## config.mk

```make
export PLATFORM = sky130hd
export DESIGN_NAME = dacbank_regs
export DESIGN_NICKNAME = d
export VERILOG_FILES = /design/src/rtl/dacbank_pkg.sv /design/src/rtl/dacbank_decode.sv /design/src/rtl/dacbank_cfg.sv /design/src/rtl/dacbank_chan.sv /design/src/rtl/dacbank_regs.sv
export SDC_FILE = /design/constraint.sdc
export NUM_CORES = 1
export LEC_CHECK = 0
export BUFFER_PORTS_ARGS = -buffer_cell sky130_fd_sc_hd__buf_2
export CORE_MARGIN = 3
export CORE_UTILIZATION = 50
export CTS_CLUSTER_DIAMETER = 50
export DETAILED_ROUTE_END_ITERATION = 7
export PLACE_DENSITY = 0.76
export SLEW_MARGIN = 10
export SYNTH_ARGS = -nofsm -noshare
export SYNTH_HDL_FRONTEND = slang
export SYNTH_SLANG_ARGS = --single-unit
```

## constraint.sdc

```tcl
create_clock -name clk -period 1.45 [get_ports clk]
set_input_delay 0.0725 -clock clk [delete_from_list [all_inputs] [get_ports clk]]
set_output_delay 0.0725 -clock clk [all_outputs]
set_load 0.05 [all_outputs]
```

## src/rtl/dacbank_pkg.sv

```systemverilog
package dacbank_pkg;

    localparam int NUM_CH    = 4;
    localparam int CODE_W    = 12;
    localparam int BUS_W     = 16;
    localparam int ADDR_W    = 4;
    localparam int RANGE_W   = 2;
    localparam int RNG_REG_W = NUM_CH * RANGE_W;

    localparam logic [ADDR_W-1:0]    OFS_RANGE  = 4'd8;
    localparam logic [ADDR_W-1:0]    OFS_STROBE = 4'd9;
    localparam logic [ADDR_W-1:0]    OFS_SYNC   = 4'd15;

    localparam logic [CODE_W-1:0]    CODE_MID   = 12'h800;
    localparam logic [RNG_REG_W-1:0] RANGE_RST  = 8'hAA;
    localparam logic                 SYNC_RST   = 1'b1;

    typedef enum logic [RANGE_W-1:0] {
        RNG_UNI_5V  = 2'd0,
        RNG_UNI_10V = 2'd1,
        RNG_BIP_5V  = 2'd2,
        RNG_BIP_10V = 2'd3
    } range_sel_e;

    // configuration state shared by the whole bank
    typedef struct packed {
        logic                 sync_en;
        logic [RNG_REG_W-1:0] ranges;
    } bank_cfg_t;

    // one-cycle write enables produced by the address decoder
    typedef struct packed {
        logic range_we;
        logic strobe_we;
        logic sync_we;
    } cfg_wr_t;

    function automatic logic [ADDR_W-1:0] chan_offset(input int ch);
        return ADDR_W'(2 * ch);
    endfunction

    function automatic range_sel_e range_of(input logic [RNG_REG_W-1:0] r,
                                            input int ch);
        return range_sel_e'(r[ch*RANGE_W +: RANGE_W]);
    endfunction

endpackage

```

## src/rtl/dacbank_decode.sv

```systemverilog
module dacbank_decode
    import dacbank_pkg::*;
#(
    parameter int N_CH  = NUM_CH,
    parameter int AW    = ADDR_W
) (
    input  logic          wr_en,
    input  logic [AW-1:0] addr,
    output logic [N_CH-1:0] data_we,
    output cfg_wr_t       cfg_we
);

    for (genvar c = 0; c < N_CH; c++) begin : g_data
        assign data_we[c] = wr_en && (addr == chan_offset(c));
    end

    always_comb begin
        cfg_we           = '0;
        cfg_we.range_we  = wr_en && (addr == OFS_RANGE);
        cfg_we.strobe_we = wr_en && (addr == OFS_STROBE);
        cfg_we.sync_we   = wr_en && (addr == OFS_SYNC);
    end

endmodule

```

## src/rtl/dacbank_cfg.sv

```systemverilog
module dacbank_cfg
    import dacbank_pkg::*;
#(
    parameter int DW = BUS_W
) (
    input  logic          clk,
    input  logic          rst,
    input  cfg_wr_t       cfg_we,
    input  logic [DW-1:0] wdata,
    output bank_cfg_t     cfg_q
);

    always_ff @(posedge clk) begin
        if (rst) begin
            cfg_q.sync_en <= SYNC_RST;
            cfg_q.ranges  <= RANGE_RST;
        end else begin
            if (cfg_we.sync_we)
                cfg_q.sync_en <= wdata[0];
            if (cfg_we.range_we)
                cfg_q.ranges  <= wdata[RNG_REG_W-1:0];
        end
    end

endmodule

```

## src/rtl/dacbank_chan.sv

```systemverilog
module dacbank_chan
    import dacbank_pkg::*;
#(
    parameter int              CW       = CODE_W,
    parameter int              DW       = BUS_W,
    parameter logic [CW-1:0]   RST_CODE = CODE_MID
) (
    input  logic          clk,
    input  logic          rst,
    input  logic          data_we,
    input  logic [DW-1:0] wdata,
    input  logic          sync_en,
    input  logic          load_all,
    output logic [CW-1:0] stage_q,
    output logic [CW-1:0] out_q
);

    always_ff @(posedge clk) begin
        if (rst) begin
            stage_q <= RST_CODE;
            out_q   <= RST_CODE;
        end else begin
            if (data_we)
                stage_q <= wdata[CW-1:0];
            if (!sync_en && data_we)
                out_q <= wdata[CW-1:0];
            else if (sync_en && load_all)
                out_q <= stage_q;
        end
    end

endmodule

```

## src/rtl/dacbank_regs.sv

```systemverilog
module dacbank_regs
    import dacbank_pkg::*;
#(
    parameter int N_CH = NUM_CH,
    parameter int CW   = CODE_W,
    parameter int DW   = BUS_W,
    parameter int AW   = ADDR_W
) (
    input  logic               clk,
    input  logic               rst,
    input  logic               wr_en,
    input  logic [AW-1:0]      addr,
    input  logic [DW-1:0]      wdata,
    output logic [DW-1:0]      rdata,
    output logic [N_CH*CW-1:0] code_o,
    output logic [RNG_REG_W-1:0] range_o
);

    localparam int PAD_CODE = DW - CW;
    localparam int PAD_RNG  = DW - RNG_REG_W;

    logic [N_CH-1:0]    data_we;
    cfg_wr_t            cfg_we;
    bank_cfg_t          cfg_q;
    logic               sync_q;
    logic [N_CH*CW-1:0] stage_vec;

    dacbank_decode #(.N_CH(N_CH), .AW(AW)) u_dec (
        .wr_en   (wr_en),
        .addr    (addr),
        .data_we (data_we),
        .cfg_we  (cfg_we)
    );

    dacbank_cfg #(.DW(DW)) u_cfg (
        .clk    (clk),
        .rst    (rst),
        .cfg_we (cfg_we),
        .wdata  (wdata),
        .cfg_q  (cfg_q)
    );

    assign sync_q  = cfg_q.sync_en;
    assign range_o = cfg_q.ranges;

    for (genvar c = 0; c < N_CH; c++) begin : g_ch
        dacbank_chan #(.CW(CW), .DW(DW), .RST_CODE(CODE_MID)) u_chan (
            .clk      (clk),
            .rst      (rst),
            .data_we  (data_we[c]),
            .wdata    (wdata),
            .sync_en  (sync_q),
            .load_all (cfg_we.strobe_we),
            .stage_q  (stage_vec[c*CW +: CW]),
            .out_q    (code_o[c*CW +: CW])
        );
    end

    always_comb begin
        rdata = '0;
        if (addr == OFS_RANGE)
            rdata = {{PAD_RNG{1'b0}}, cfg_q.ranges};
        else if (addr == OFS_SYNC)
            rdata = {{(DW-1){1'b0}}, cfg_q.sync_en};
        else begin
            for (int c = 0; c < N_CH; c++) begin
                if (addr == chan_offset(c))
                    rdata = {{PAD_CODE{1'b0}}, stage_vec[c*CW +: CW]};
            end
        end
    end

endmodule

```

==> impl_metrics.yaml <==
cts:
  htree_levels: 3
  cts-root-buf: "clkbuf_8"
  clock_latency_ps: 380
  path_clk_slew_ps: 110
  postCtsHoldBufs: 0
  cts_buffers: 9
  cts_tree: "done"
  cts_max_path_buffers: 2
  numClockSinks: 105
layout:
  drive_gt1_share_pct: 40.2
  area_delta_synth_final_pct: 27.9
  final_nets: 709
  design_area_um2: 6420
  n_fill_cell: 738
  fin_cells: 820
  seqCellArea_um2: 2140
  fin_util_pct: 67.6
  antenna_cells: 0
  multi_input_area_um2: 2910
synth:
  seq_area_frac_synth_pct: 41.9
  syn_inst: 604
  synthTopCellsByArea: "dfxtp_1 (42%), nand2_1 (9.6%), mux2i_1 (9.0%), nor2_1 (7.3%), a311oi_2 (6.3%)"
  yosys.area.top_type: "dfxtp_1"
  ys_seq_elements: 105
  synth_edf_count: 0
  synth_top_area_share_pct: 41.9
  synth.distinct_cells: 41
  netlist_area_um2: 5020
  ys.flop_type: "dfxtp_1"
  synthArstFlopShare_pct: 0
  syn_avg_cell_area_um2: 8.32
  ys_warn_count: 0
grt:
  grt_pass1_vias: 4424
  grt_overflow_total: 0
  grt_pass1_wl_mm: 23.4
  grt_antenna_before_repair: 0
  grt_max_degree: 43
  grt_usage_pct: 26.3
critical_path:
  cp_max_fo: 3
  worstSetupPathType: "reg2out"
  crit_required_ps: 1380
  r2r_start: "u_cfg.cfg_q[8]$_SDFFE_PP1P_"
  critical_path.startpoint_type: "flip-flop"
  cp_cell_sequence: "o21ai_1 > a21oi_1 > a21oi_2 > o21ai_2 > buf_6"
  ff2ff_path_depth: 5
  critPathSlowestCell: "dfxtp_2"
  cp-end-kind: "primary output"
  cp.arrival_ps: 1490
  r2r_slack_ps: -30
  timing.rr.end: "g_ch[3].u_chan.out_q[9]$_SDFFE_PP0P_"
  cpPeakStageDelay_ps: 370
detailed_routing:
  vias: 4824
  wl_mm: 15.6
  wl_per_cell_um: 19.0
  drtPass1Iterations: 5
  first_iter_violations: 443
  antenna_left: 0
  drc: 0
  via_per_inst: 5.88
worst_hold_path:
  hold-path-endpoint: "g_ch[0].u_chan.stage_q[11]$_SDFFE_PP1N_"
  hp-class: "in2reg"
  holdPathStages: 2
  min_from: "wdata[11]"
placement:
  placed_area_um2: 5680
  dp_slack_ps: -133
  gp_congestion: 0.929
  io_buffers: 86
  dpl.cell_count: 791
  dp_hpwl_mm: 9.99
power:
  power.leakage_nw: 2.70
  clockPowerShare_pct: 34.9
  p_int_mw: 3.96
  pwr-share-comb_pct: 12.0
  p_seq_share_pct: 53.1
  peakVddDrop_uv: 454
  power_density_nw_per_um2: 861
  power_mw: 5.53
  p_switching_mw: 1.57
  p_sw_share_pct: 28.4
sta:
  maxSlewViolCount: 0
  finalHoldViolCount: 0
  rsz0062_at_grt: "true"
  whs_ps: 65.3
  fmax_ghz: 0.638
  finClkSkew_ps: 17.0
  min_period_ps: 1570
  setup_ws_ps: -117
  period_share_pct: 108
  setup_viol: 16
  setup_tns_ps: -382
floorplanning:
  std_cell_rows: 35
  fp.dieArea_um2: 11300
  io_pins: 95
  fp.dieH_um: 106
  die_w_um: 106
  start_util_pct: 52.9
  coreArea_um2: 9500
flow_run:
  drv_cap: 0
outcome:
  violations: "setup timing"
  outcome: "finished, violations left"
==> flip-flops by register name, summed over array words and instances (netlist names) <==
| register | cells |
|---|---|
| g_ch.u_chan.out_q | 48 |
| u_cfg.cfg_q | 9 |
| g_ch.u_chan.stage_q | 48 |
==> synthesized netlist by cell type, types with 2 or more instances <==
cell / instances
and2_1: 2
nand2_1: 129
and3_1: 6
o21bai_1: 4
a211oi_1: 3
buf_4: 10
or2_2: 2
nand2b_1: 2
o21a_1: 7
nand3_1: 4
a21oi_1: 27
a211o_1: 4
buf_2: 10
inv_1: 4
a311oi_1: 23
nor2_1: 98
o21ai_0: 28
buf_6: 8
o221ai_1: 3
dfxtp_1: 105
a311oi_2: 21
clkbuf_1: 34
mux2i_1: 45
nor2b_1: 3
nand3b_1: 6
==> critical path, delay by kind of cell (launching register included) <==
| kind | cells | cell delay, ps |
|---|---|---|
| flip-flops | 1 | 370 |
| AO/OA/AOI/OAI | 4 | 560 |
| buffers and inverters | 1 | 180 |
==> repair_timing <==
action / CTS / global route
resized for setup: 92 / 57
buffers inserted: 10 / 3
setup endpoints to repair: 60 / 58
cloned: 1 / 0
endpoints found under the hold margin: 0 / 0
pin swaps: 20 / 22
==> final cells by class <==
type                       instances  share of cell area (%)
tap                              129                    2.51
clock inverter                     7                    1.38
multi-input combinational        435                    45.4
clock buffer                       9                    1.93
inverter                           4                   0.234
timing repair buffer             131                    15.3
sequential                       105                    33.3
==> power groups by stage <==
stage          Sequential [mW]  Clock [mW]  Combinational [mW]
4_1_cts                   2.93        1.94               0.607
2_1_floorplan             3.02           0               0.362
6_report                  2.93        1.93               0.666
3_5_place_dp              3.00           0               0.552
3_3_place_gp              3.00           0               0.545
5_1_grt                   2.94        2.06               0.693
==> routing by layer <==
metal	global-route usage (%)	share of wire, %	routed length, um	vias up
li1	-	-	-	2238
met1	35.5	44	6800	2327
met2	41.4	45	7050	209
met3	4.07	6.6	1030	50
met4	12.4	4.5	695	0
met5	0	0	0	-
==> placed cells by master (no fill, tap or decap), types with 2 or more instances in the layout <==
| master | instances |
|---|---|
| nand3_1 | 4 |
| dfxtp_1 | 80 |
| nand2_1 | 120 |
| o21a_1 | 7 |
| o221ai_2 | 3 |
| a211oi_2 | 3 |
| clkbuf_8 | 9 |
| dfxtp_4 | 2 |
| o21ai_1 | 8 |
| mux2i_1 | 45 |
| nand2b_1 | 2 |
| dfxtp_2 | 23 |
| buf_2 | 73 |
| nor2_1 | 98 |
| a211o_1 | 4 |
| conb_1 | 4 |
| o21bai_1 | 4 |
| o21ai_2 | 18 |
| a21oi_2 | 22 |
| o21ai_0 | 2 |
| inv_2 | 3 |
| a21oi_1 | 5 |
| a311oi_2 | 35 |
| buf_12 | 9 |
| buf_4 | 31 |
| nand3b_1 | 6 |
| and3_1 | 5 |
| nor2b_1 | 2 |
| nand2_2 | 9 |
| buf_6 | 18 |
| and2_1 | 2 |
| a311oi_1 | 9 |
| inv_6 | 2 |
==> how the worst max path moves through the flow <==
stage                                           start                                   end  cells past startpoint
2_1_floorplan                                 addr[0]                              rdata[1]                      5
3_3_place_gp                                  addr[1]                              rdata[5]                      7
3_5_place_dp                                  addr[1]                              rdata[5]                      7
6_report       g_ch[1].u_chan.stage_q[4]$_SDFFE_PP0N_                              rdata[4]                      5
5_1_grt        g_ch[1].u_chan.stage_q[4]$_SDFFE_PP0N_                              rdata[4]                      5
4_1_cts                   u_cfg.cfg_q[8]$_SDFFE_PP1P_  g_ch[2].u_chan.out_q[8]$_SDFFE_PP0P_                      5
==> logic make-up (layout without fill, tap and decap cells) <==
| family | Yosys count | in the layout | share of synthesized area (%) |
|---|---|---|---|
| AO/OA/AOI/OAI | 122 | 122 | 19.4 |
| buffers and inverters | 67 | 151 | 7.20 |
| flip-flops | 105 | 105 | 41.9 |
| multiplexers | 45 | 45 | 8.97 |
| other | 1 | 4 | 0.0747 |
| AND/OR/NAND/NOR | 264 | 264 | 22.5 |
(Power assumes the default switching activity.)
